$ cat src/rtl/dmag_pkg.sv
package dmag_pkg;

    localparam int ADDR_W  = 16;
    localparam int DATA_W  = 8;
    localparam int RF_N    = 32;
    localparam int RF_IW   = $clog2(RF_N);
    localparam int DISP_W  = 6;
    localparam int PSEL_W  = 2;
    localparam int MODE_W  = 3;

    localparam logic [ADDR_W-1:0] IO_BASE   = 16'h0020;
    localparam logic [ADDR_W-1:0] SRAM_BASE = 16'h0060;
    localparam logic [RF_IW-1:0]  PTR_BASE  = 5'd26;

    typedef enum logic [MODE_W-1:0] {
        MD_DIRECT  = 3'd0,
        MD_IND     = 3'd1,
        MD_DISP    = 3'd2,
        MD_PREDEC  = 3'd3,
        MD_POSTINC = 3'd4
    } mode_e;

    typedef enum logic [PSEL_W-1:0] {
        PS_X = 2'd0,
        PS_Y = 2'd1,
        PS_Z = 2'd2,
        PS_BAD = 2'd3
    } ptrsel_e;

    typedef enum logic [1:0] {
        RG_NONE = 2'd0,
        RG_RF   = 2'd1,
        RG_IO   = 2'd2,
        RG_SRAM = 2'd3
    } region_e;

    typedef enum logic [1:0] {
        SQ_IDLE   = 2'd0,
        SQ_FIRST  = 2'd1,
        SQ_SECOND = 2'd2
    } seq_e;

    typedef struct packed {
        logic [ADDR_W-1:0] ea;
        logic [ADDR_W-1:0] ptr_new;
        logic              ptr_upd;
        logic              unmapped;
    } ea_t;

    typedef struct packed {
        region_e           region;
        logic [ADDR_W-1:0] off;
    } dec_t;

    function automatic logic [RF_IW-1:0] ptr_lo_idx(input logic [PSEL_W-1:0] s);
        return PTR_BASE + {{(RF_IW-PSEL_W-1){1'b0}}, s, 1'b0};
    endfunction

endpackage

$ cat src/rtl/dmag_regfile.sv
module dmag_regfile
    import dmag_pkg::*;
(
    input  logic                clk,
    input  logic                rst,
    input  logic [PSEL_W-1:0]   ptr_rsel,
    output logic [ADDR_W-1:0]   ptr_rval,
    input  logic [RF_IW-1:0]    rd_idx,
    output logic [DATA_W-1:0]   rd_data,
    input  logic                pwe,
    input  logic [PSEL_W-1:0]   pwsel,
    input  logic [ADDR_W-1:0]   pwval,
    input  logic                gwe,
    input  logic [RF_IW-1:0]    gidx,
    input  logic [DATA_W-1:0]   gdata
);

    logic [DATA_W-1:0] regs [RF_N];
    logic [RF_IW-1:0]  rlo;
    logic [RF_IW-1:0]  wlo;

    assign rlo = ptr_lo_idx(ptr_rsel);
    assign wlo = ptr_lo_idx(pwsel);

    always_comb begin
        if (ptr_rsel == PS_BAD)
            ptr_rval = '0;
        else
            ptr_rval = {regs[rlo + RF_IW'(1)], regs[rlo]};
    end

    assign rd_data = regs[rd_idx];

    always_ff @(posedge clk) begin
        if (rst) begin
            for (int i = 0; i < RF_N; i++) regs[i] <= '0;
        end else begin
            for (int i = 0; i < RF_N; i++) begin
                if (gwe && gidx == RF_IW'(i))
                    regs[i] <= gdata;
                else if (pwe && wlo == RF_IW'(i))
                    regs[i] <= pwval[DATA_W-1:0];
                else if (pwe && (wlo + RF_IW'(1)) == RF_IW'(i))
                    regs[i] <= pwval[ADDR_W-1:DATA_W];
            end
        end
    end

    AST_PTR_PAIR_ALIGNED: assert property (@(posedge clk) disable iff (rst)
        pwe |-> (pwsel != PS_BAD)) else $error("pointer write with reserved selector");

endmodule

$ cat src/rtl/dmag_ea.sv
module dmag_ea
    import dmag_pkg::*;
(
    input  logic [MODE_W-1:0] mode,
    input  logic [PSEL_W-1:0] psel,
    input  logic [DISP_W-1:0] disp,
    input  logic [ADDR_W-1:0] addr,
    input  logic [ADDR_W-1:0] ptr,
    output ea_t               res
);

    logic bad_ptr;
    assign bad_ptr = (psel == PS_BAD);

    always_comb begin
        res          = '0;
        res.ptr_new  = ptr;
        case (mode)
            MD_DIRECT: begin
                res.ea = addr;
            end
            MD_IND: begin
                res.ea       = ptr;
                res.unmapped = bad_ptr;
            end
            MD_DISP: begin
                res.ea       = ptr + {{(ADDR_W-DISP_W){1'b0}}, disp};
                res.unmapped = !(psel == PS_Y || psel == PS_Z);
            end
            MD_PREDEC: begin
                res.ea       = ptr - 16'd1;
                res.ptr_new  = ptr - 16'd1;
                res.ptr_upd  = !bad_ptr;
                res.unmapped = bad_ptr;
            end
            MD_POSTINC: begin
                res.ea       = ptr;
                res.ptr_new  = ptr + 16'd1;
                res.ptr_upd  = !bad_ptr;
                res.unmapped = bad_ptr;
            end
            default: begin
                res.unmapped = 1'b1;
            end
        endcase
    end

endmodule

$ cat src/rtl/dmag_decode.sv
module dmag_decode
    import dmag_pkg::*;
#(
    parameter int SRAM_BYTES = 128
) (
    input  logic [ADDR_W-1:0] ea,
    input  logic              unmapped,
    output dec_t              dec
);

    localparam logic [ADDR_W-1:0] SRAM_TOP = SRAM_BASE + ADDR_W'(SRAM_BYTES) - 16'd1;

    always_comb begin
        dec = '0;
        if (unmapped) begin
            dec.region = RG_NONE;
        end else if (ea < IO_BASE) begin
            dec.region = RG_RF;
            dec.off    = ea;
        end else if (ea < SRAM_BASE) begin
            dec.region = RG_IO;
            dec.off    = ea - IO_BASE;
        end else if (ea <= SRAM_TOP) begin
            dec.region = RG_SRAM;
            dec.off    = ea - SRAM_BASE;
        end
    end

endmodule

$ cat src/rtl/dmag_seq.sv
module dmag_seq
    import dmag_pkg::*;
(
    input  logic clk,
    input  logic rst,
    input  logic req_valid,
    input  logic is_sram,
    output logic accept,
    output logic busy,
    output logic ready
);

    seq_e state, state_nx;

    assign busy   = (state != SQ_IDLE);
    assign accept = (state == SQ_IDLE) && req_valid;
    assign ready  = ((state == SQ_FIRST) && !is_sram) || (state == SQ_SECOND);

    always_comb begin
        state_nx = state;
        case (state)
            SQ_IDLE:   if (req_valid) state_nx = SQ_FIRST;
            SQ_FIRST:  state_nx = is_sram ? SQ_SECOND : SQ_IDLE;
            SQ_SECOND: state_nx = SQ_IDLE;
            default:   state_nx = SQ_IDLE;
        endcase
    end

    always_ff @(posedge clk) begin
        if (rst) state <= SQ_IDLE;
        else     state <= state_nx;
    end

    AST_READY_PULSE: assert property (@(posedge clk) disable iff (rst)
        ready |=> !ready) else $error("ready longer than one cycle");
    AST_IDLE_HOLDS: assert property (@(posedge clk) disable iff (rst)
        (!busy && !req_valid) |=> !busy) else $error("left idle without request");

endmodule

$ cat src/rtl/dmag_top.sv
module dmag_top
    import dmag_pkg::*;
#(
    parameter int SRAM_BYTES = 128
) (
    input  logic        clk,
    input  logic        rst,
    input  logic        req_valid,
    input  logic        req_store,
    input  logic [2:0]  req_mode,
    input  logic [1:0]  req_ptr,
    input  logic [5:0]  req_disp,
    input  logic [15:0] req_addr,
    input  logic [4:0]  req_dst,
    input  logic [7:0]  req_wdata,
    input  logic [7:0]  io_rdata,
    input  logic [7:0]  sram_rdata,
    output logic        busy,
    output logic        ready,
    output logic        sel_rf,
    output logic        sel_io,
    output logic        sel_sram,
    output logic        mem_we,
    output logic [15:0] mem_off,
    output logic [7:0]  mem_wdata,
    output logic [7:0]  ld_data,
    output logic        ptr_wb_en,
    output logic [1:0]  ptr_wb_sel,
    output logic [15:0] ptr_wb_val
);

    logic [ADDR_W-1:0] ptr_cur;
    logic [DATA_W-1:0] rf_rd;
    ea_t               ea_res;
    dec_t              dec_now;
    logic              accept;

    dec_t              q_dec;
    logic              q_store;
    logic [RF_IW-1:0]  q_dst;
    logic [DATA_W-1:0] q_wdata;
    logic [PSEL_W-1:0] q_psel;
    logic [ADDR_W-1:0] q_ptr_new;
    logic              q_ptr_upd;

    logic [DATA_W-1:0] rdata_mux;
    logic              gwe;
    logic [RF_IW-1:0]  gidx;
    logic [DATA_W-1:0] gdata;

    dmag_ea u_ea (
        .mode (req_mode),
        .psel (req_ptr),
        .disp (req_disp),
        .addr (req_addr),
        .ptr  (ptr_cur),
        .res  (ea_res)
    );

    dmag_decode #(.SRAM_BYTES(SRAM_BYTES)) u_dec (
        .ea       (ea_res.ea),
        .unmapped (ea_res.unmapped),
        .dec      (dec_now)
    );

    dmag_seq u_seq (
        .clk       (clk),
        .rst       (rst),
        .req_valid (req_valid),
        .is_sram   (q_dec.region == RG_SRAM),
        .accept    (accept),
        .busy      (busy),
        .ready     (ready)
    );

    always_ff @(posedge clk) begin
        if (rst) begin
            q_dec     <= '0;
            q_store   <= 1'b0;
            q_dst     <= '0;
            q_wdata   <= '0;
            q_psel    <= '0;
            q_ptr_new <= '0;
            q_ptr_upd <= 1'b0;
        end else if (accept) begin
            q_dec     <= dec_now;
            q_store   <= req_store;
            q_dst     <= req_dst;
            q_wdata   <= req_wdata;
            q_psel    <= req_ptr;
            q_ptr_new <= ea_res.ptr_new;
            q_ptr_upd <= ea_res.ptr_upd;
        end
    end

    assign sel_rf    = busy && (q_dec.region == RG_RF);
    assign sel_io    = busy && (q_dec.region == RG_IO);
    assign sel_sram  = busy && (q_dec.region == RG_SRAM);
    assign mem_we    = busy && q_store && (q_dec.region != RG_NONE);
    assign mem_off   = busy ? q_dec.off : '0;
    assign mem_wdata = mem_we ? q_wdata : '0;

    always_comb begin
        case (q_dec.region)
            RG_RF:   rdata_mux = rf_rd;
            RG_IO:   rdata_mux = io_rdata;
            RG_SRAM: rdata_mux = sram_rdata;
            default: rdata_mux = '0;
        endcase
    end

    assign ld_data = (ready && !q_store) ? rdata_mux : '0;

    assign gwe   = ready && (!q_store || (q_dec.region == RG_RF));
    assign gidx  = q_store ? q_dec.off[RF_IW-1:0] : q_dst;
    assign gdata = q_store ? q_wdata : rdata_mux;

    assign ptr_wb_en  = ready && q_ptr_upd;
    assign ptr_wb_sel = ptr_wb_en ? q_psel : '0;
    assign ptr_wb_val = ptr_wb_en ? q_ptr_new : '0;

    dmag_regfile u_rf (
        .clk      (clk),
        .rst      (rst),
        .ptr_rsel (req_ptr),
        .ptr_rval (ptr_cur),
        .rd_idx   (q_dec.off[RF_IW-1:0]),
        .rd_data  (rf_rd),
        .pwe      (ptr_wb_en),
        .pwsel    (q_psel),
        .pwval    (q_ptr_new),
        .gwe      (gwe),
        .gidx     (gidx),
        .gdata    (gdata)
    );

    AST_SEL_ONEHOT: assert property (@(posedge clk) disable iff (rst)
        $onehot0({sel_rf, sel_io, sel_sram})) else $error("several selects");
    AST_IO_OFF_RANGE: assert property (@(posedge clk) disable iff (rst)
        sel_io |-> (mem_off < 16'd64)) else $error("io offset out of window");
    AST_SRAM_TWO_CYCLE: assert property (@(posedge clk) disable iff (rst)
        (sel_sram && !ready) |=> (sel_sram && ready)) else $error("sram phase broken");
    AST_UNMAPPED_ZERO: assert property (@(posedge clk) disable iff (rst)
        (ready && !mem_we && !sel_rf && !sel_io && !sel_sram) |-> (ld_data == 8'h00))
        else $error("unmapped load not zero");
    AST_WB_WITH_READY: assert property (@(posedge clk) disable iff (rst)
        ptr_wb_en |-> ready) else $error("write-back outside completion");
    AST_REQ_HELD_WHILE_BUSY: assert property (@(posedge clk) disable iff (rst)
        busy |=> $stable(q_dec)) else $error("request taken while busy");

endmodule

$ cat config.mk
export PLATFORM = sky130hd
export DESIGN_NAME = dmag_top
export DESIGN_NICKNAME = d
export VERILOG_FILES = /design/src/rtl/dmag_pkg.sv /design/src/rtl/dmag_regfile.sv /design/src/rtl/dmag_ea.sv /design/src/rtl/dmag_decode.sv /design/src/rtl/dmag_seq.sv /design/src/rtl/dmag_top.sv
export SDC_FILE = /design/constraint.sdc
export NUM_CORES = 1
export LEC_CHECK = 0
export BUFFER_PORTS_ARGS = -buffer_cell sky130_fd_sc_hd__buf_4
export CAP_MARGIN = 10
export CORE_MARGIN = 1
export CORE_UTILIZATION = 35
export CTS_BUF_LIST = sky130_fd_sc_hd__clkbuf_4
export CTS_CLUSTER_DIAMETER = 100
export DETAILED_ROUTE_END_ITERATION = 7
export PLACE_DENSITY = 0.62
export SETUP_SLACK_MARGIN = 0.02
export SLEW_MARGIN = 20
export SYNTH_ARGS = -nofsm -noshare
export SYNTH_HDL_FRONTEND = slang
export SYNTH_SLANG_ARGS = --single-unit
$ cat constraint.sdc
create_clock -name clk -period 4.94 [get_ports clk]
set_input_delay 1.235 -clock clk [delete_from_list [all_inputs] [get_ports clk]]
set_output_delay 1.235 -clock clk [all_outputs]
set_load 0.01 [all_outputs]
==> impl_results.md, run 1 <==
- Routed vias: 13.14k
- I/O pin cnt: 117
- Count of input and output buffers: 116
- Number of synthesized flops with an enable pin: 256
- RePlAce Congestion: 0.9394
- Die W: 221.6 microns
- Hold_sp: q_dec[10]$_SDFFE_PP0P_
- CP max FO: 23
- Commonest non-fill, non-tap cells in the layout: edfxtp_1, nor2_1, buf_4
- Final setup vio count: 0
- Fin Clk Skew: 58.96 ps
- Finished Layout Cells: 2347
- Post-synth ARST share: 0
- Post-placement cell count: 2190
- Routed WL: 53950 microns
- Fraction of layout cells with a size suffix above 1: 0.2789
- Cts repair resizes: 0
- Nets: 1739
- Fin crit share: 0.9518
- Drt wl/cell: 22.99 microns
- Type of origin of the critical path: flip-flop
- Post-synthesis sequential area ratio: 0.5243
- Worst VDD drop: 0.1648 mV
- Routed Antenna Nets: 0
- Total power: 6433 uW
- Initial antenna violation count: 2
- Crit Path Class: reg2out
- Gr usage total: 0.2189
- Primary FF master, synth: edfxtp_1
- CP most frequent cell: mux4_2
- CTS clk-pin slew, worst paths: 60 ps
- CTS tree: done
- Status: completed
- First-pass GRT wire length: 80940 microns
- Buf+Inv Stages, Crit Path: 2
- WP data required: 3700 ps
- Worst path max stage delay: 570 ps
- Number of buffers created by CTS: 84
- Cell variety after synth: 72
- Fmax: 212.7 MHz
- Clock root cell: clkbuf_4
- Worst R2R Setup Slack: 950 ps
- Avg Cell Area, Syn: 11.69 sq um
- Bufs on Longest Clock Path: 3
- Largest net degree at the start of global routing: 78
- Layout Area Growth over Synthesis: 19.38%
- Relative slew margins: 0.3796
- # rows: 80
- Synthesized area: 16880 sq um
- Die area: 49100 sq um
- Fin. max-slew vios: 0
- Lkg Pwr: 0.007462 uW
- Unrepaired setup endpoints after global routing: no
- H-tree depth reported by CTS: 3
- Post-route DRC: 0
- Critical Path AT: 3470 ps
- HP Class: reg2reg
- Post-Syn Instances: 1444
- Vias in the first global route: 13.06k
- Max-cap violations: 0
- FF-to-FF Start: u_rf.regs[28][0]$_SDFFCE_PP0P_
- Gr ovfl total: 0
- Dpl hpwl: 39160 microns
- Initial DRC Count: 1251
- Crit path cell chain: buf_12 -> mux4_2 -> mux4_2 -> mux2i_1 -> o21ai_0 -> a22o_1 -> and2_1 -> buf_4
- Fin. Hold Viols: 0
- First-pass DRT Iterations: 7
- Min Tclk post-route: 4702 ps
- Actual slew at the worst max-slew pin: 929.4 ps
- Most common cell after layout, fill and taps aside: edfxtp_1
- Starting Density: 0.3542
- Die height: 221.6 microns
- Crit end category: output port
- Syn Nets: 1516
- DR vias/cell: 5.599
- Worst skew pair latency: 750 ps
- Cell Pwr Density: 319.3 nW/um^2
- Core Footprint: 47650 sq um
- Slowest-stage cell, CP: mux4_2
- Top delay family on crit path: multiplexers
- CTS sink count: 314
- #FFs+latches synth: 314
- Synth Warn #: 0
[routing by layer]
layer | GRT usage | vias to the layer above | wire length [microns]
met5 | 0 | - | 0
met4 | 0.07012 | 0 | 1301
met3 | 0.05301 | 83 | 5033
met2 | 0.3509 | 643 | 25360
met1 | 0.2915 | 6486 | 22260
li1 | - | 5930 | -
[cell families (layout without fill, tap and decap cells)]
family,Yosys count,after routing,share of synthesized area
and+or+nand+nor,544,544,0.1474
xor gates and xnor gates,18,18,0.009342
other,0,4,0
DFF,314,314,0.5243
adders and majority gates,12,12,0.009342
buffers and inverters,132,416,0.03247
muxes,186,186,0.1786
AOI/OAI and AO/OA,238,238,0.09853
[synthesized netlist by cell type (all sizes together) (8+ instances only)]
library cell    n  share of area
o31ai          14         0.0062
edfxtp        256           0.46
nor3           22         0.0065
o21ai          39          0.012
a21oi          53          0.016
mux2            9         0.0060
clkbuf         63          0.014
nor2b          20         0.0074
nand2b         33          0.012
and2           30          0.011
and3           21         0.0078
a22o           24          0.012
ha             11         0.0082
dfxtp          58          0.069
nand2         126          0.028
a211oi         18         0.0080
xnor2          14         0.0073
a21o           10         0.0044
a31oi          11         0.0041
o22ai          16         0.0063
nor2          243          0.054
mux2i          87          0.052
nand3           8         0.0024
nor4           12         0.0053
buf            28         0.0093
mux4           90           0.12
inv            41         0.0091
[report_power, final]
group | internal (uW) | switching [uW]
clock | 1320 | 1110
combinational | 385 | 540
sequential | 2980 | 103
total | 4680 | 1750
[per-stage QoR]
step	hold WS, ps	util	TNS, ps	area (sq um)	setup slack, ps
CTS	454.4	0.4216	0	20090	89.11
finish	453.1	0.4228	0	20150	238.2
detailed placement	435.6	0.3981	-4516	18970	-314.3
global placement	440.6	0.3981	-2048	18970	-155.0
global route	481.7	0.4228	0	20150	37.18
floorplan	417.1	-	0	16880	47.81
[final timing paths]
kind / endpoint / cells past startpoint
worst max-delay path: ld_data[0] / 8
worst min-delay path: q_dec[10]$_SDFFE_PP0P_ / 1
worst max register to register: q_dec[9]$_SDFFE_PP0P_ / 12
worst min register to register: q_dec[10]$_SDFFE_PP0P_ / 1
[final cells by class]
cell class	instances	area [sq um]
fillers	4462	27500
flip-flops and latches	314	8853
multi-input cells	998	7487
repair buffers	228	1749
clock buffers	125	938.4
well taps	615	769.5
clock inverters	22	185.2
inverters	41	153.9
diodes	4	10.01
[flip-flops by register name, indices dropped and copies added (netlist names), named ones only]
| register | flops |
|---|---|
| q_store | 1 |
| u_seq.state | 2 |
| q_ptr_new | 16 |
| q_wdata | 8 |
| u_rf.regs | 256 |
| q_dst | 5 |
| q_psel | 2 |
| q_dec | 18 |
| q_ptr_upd | 1 |
[timing repair]
| item | 4_1_cts | 5_1_grt |
|---|---|---|
| buffers inserted | 0 | 6 |
| endpoints found under the hold margin | 0 | 0 |
| hold buffers | 0 | 0 |
| endpoints found under the setup margin | 0 | 6 |
Note: power is estimated with default switching activity, not from simulation.
==> inputs of run 2 (changes only) <==
--- a/config.mk
+++ b/config.mk
@@ -13,6 +13,7 @@
 export CTS_CLUSTER_DIAMETER = 100
 export DETAILED_ROUTE_END_ITERATION = 7
 export PLACE_DENSITY = 0.62
+export REMOVE_ABC_BUFFERS = 1
 export SETUP_SLACK_MARGIN = 0.02
 export SLEW_MARGIN = 20
 export SYNTH_ARGS = -nofsm -noshare
==> impl_results.md, run 2 (synthesis results as in run 1) <==
- Reg2reg path depth: 9 (-3)
- Nets: 1733 (-0.35%)
- I/O pin cnt: 117 (unchanged)
- Vias in the first global route: 12.79k (-2.0%)
- Die W: 221.6 microns (unchanged)
- Commonest non-fill, non-tap cells in the layout: edfxtp_1, nor2_1, buf_4
- CP most frequent cell: mux4_2
- Worst r2r dst: u_rf.regs[22][1]$_SDFFCE_PP0P_
- Largest registers: u_rf.regs: 256 flops, q_dec: 18 flops, q_ptr_new: 16 flops
- Max reg flops: 256 (unchanged)
- Clock root cell: clkbuf_4
- Core Footprint: 47650 sq um (unchanged)
- Slowest-stage cell, CP: mux4_2
- Fin. Hold Viols: 0 (unchanged)
- Largest Register: u_rf.regs
- CTS Hold Buffers Added: 0 (unchanged)
- DR vias/cell: 5.566 (-0.59%)
- RePlAce Congestion: 0.9455 (+0.65%)
- Status: completed
- Bufs on Longest Clock Path: 3 (unchanged)
- H-tree depth reported by CTS: 3 (unchanged)
- Layout Area Growth over Synthesis: 18.66%
- First-pass GRT wire length: 79320 microns (-2.0%)
- Fmax: 209.5 MHz (-1.5%)
- Unrepaired setup endpoints after global routing: no
- Worst skew pair latency: 790 ps (+40 ps)
- Min Tclk post-route: 4773 ps (+71.40 ps)
- Max-cap violations: 0 (unchanged)
- Count of input and output buffers: 116 (unchanged)
- Drt wl/cell: 22.71 microns (-1.2%)
- WP data required: 3700 ps (about the same)
- CTS clk-pin slew, worst paths: 70 ps (about the same)
- Worst path max stage delay: 620 ps (+50 ps)
- Hold Path End: q_dec[5]$_SDFFE_PP0P_
- Fraction of layout cells with a size suffix above 1: 0.2731 (-0.005838)
- Dpl hpwl: 39520 microns (+0.91%)
- Routed vias: 13.01k (-0.97%)
- Cell Pwr Density: 312.0 nW/um^2 (-2.3%)
- Relative slew margins: 0.3397 (-0.03989)
- Postcts setup bufs: 0 (unchanged)
- Lkg Pwr: 0.007372 uW (-1.2%)
- Initial antenna violation count: 2 (unchanged)
- Die area: 49100 sq um (unchanged)
- Initial DRC Count: 1180 (-5.7%)
- Total Neg Setup Slack: 0 ps (unchanged)
- Finished Layout Cells: 2338 (-0.38%)
- Gr ovfl total: 0 (unchanged)
- Fin. max-slew vios: 0 (unchanged)
- Type of origin of the critical path: flip-flop
- Starting Density: 0.3542 (unchanged)
- Crit Path Class: reg2out
- Hold_sp: q_dec[5]$_SDFFE_PP0P_
- Gr usage total: 0.2140 (-0.004893)
- Final setup vio count: 0 (unchanged)
- Worst hold path depth: 2 (+1)
- CTS tree: done
- Worst VDD drop: 0.1186 mV (-28%)
- Core Util, Final: 0.4203 (-0.002548)
- Number of buffers created by CTS: 81 (-3.6%)
- CP max FO: 32 (+39%)
- HP Class: reg2reg
- First-pass DRT Iterations: 5 (-2)
- CTS sink count: 314 (unchanged)
- # rows: 80 (unchanged)
- Final setup margin: 166.8 ps (-71.40 ps)
- Crit end category: output port
- Routed Antenna Nets: 0 (unchanged)
- Critical Path AT: 3540 ps (+70 ps)
- Cts repair resizes: 1 (+1)
- Fin crit share: 0.9662 (+0.01445)
- Worst R2R Setup Slack: 940 ps (about the same)
- Routed WL: 53090 microns (-1.6%)
- Die height: 221.6 microns (unchanged)
- Crit path cell chain: buf_12 -> mux4_2 -> mux4_2 -> mux2i_1 -> o21ai_0 -> a22o_1 -> and2_1 -> buf_4
- Most common cell after layout, fill and taps aside: edfxtp_1
- Fin Clk Skew: 66.27 ps (+7.314 ps)
- Post-placement cell count: 2193 (+0.14%)
- Total power: 6248 uW (-2.9%)
- Place WS: -175.3 ps (+139.0 ps)
- Actual slew at the worst max-slew pin: 984.6 ps (+55.17 ps)
- Largest net degree at the start of global routing: 44 (-44%)
- Post-route DRC: 0 (unchanged)
==> run 2: cell count changes in the layout (fill, tap and decap cells not counted), moves of 2 or more <==
cell,before,now
diode_2,4,2
clkbuf_4,125,114
buf_4,225,222
clkinv_4,3,1
clkinvlp_4,0,3
clkinv_1,10,16
clkinv_2,3,5
bufinv_16,3,1
==> run 2: routing by layer <==
metal  global-route usage  share of wire  vias to the layer above
met5                    0              0                        -
met4              0.08557          0.032                        0
met3              0.04532          0.080                       91
met2               0.3450           0.47                      615
met1               0.2810           0.42                     6414
li1                     -              -                     5894
==> run 2: worst max-delay path: cells and delay by family (launching register included) <==
family	cells	cell delay [ps]
and+or+nand+nor	1	160
AOI/OAI and AO/OA	2	440
buffers and inverters	2	380
DFF	1	380
muxes	3	1370
==> run 2: report_power, final <==
part           internal [uW]  switching [uW]
clock network           1130            1120
registers               2970             101
logic                    383             542
==> run 2: per-stage QoR <==
step	hold WS [ps]	instance area, sq um
finish	455.2	20030
global placement	432.0	18990
floorplan	417.1	16480
CTS	456.2	20020
detailed placement	439.8	18990
global route	477.4	20030
==> run 2: final cells by class <==
cell class,count,area [sq um]
Antenna cell,2,5.005
Clock buffer,114,855.8
Clock inverter,29,167.7
Fill cell,4487,27620
Inverter,41,153.9
Multi-Input combinational cell,998,7491
Sequential cell,314,8856
Tap cell,615,769.5
Timing Repair Buffer,225,1727
==> run 2: worst max-delay path by stage <==
stage / cells past startpoint / endpoint
3_5_place_dp: 13 / q_dec[9]$_SDFFE_PP0P_
6_report: 8 / ld_data[1]
5_1_grt: 8 / ld_data[2]
2_1_floorplan: 6 / ld_data[6]
3_3_place_gp: 16 / q_dec[13]$_SDFFE_PP0P_
4_1_cts: 8 / ld_data[2]
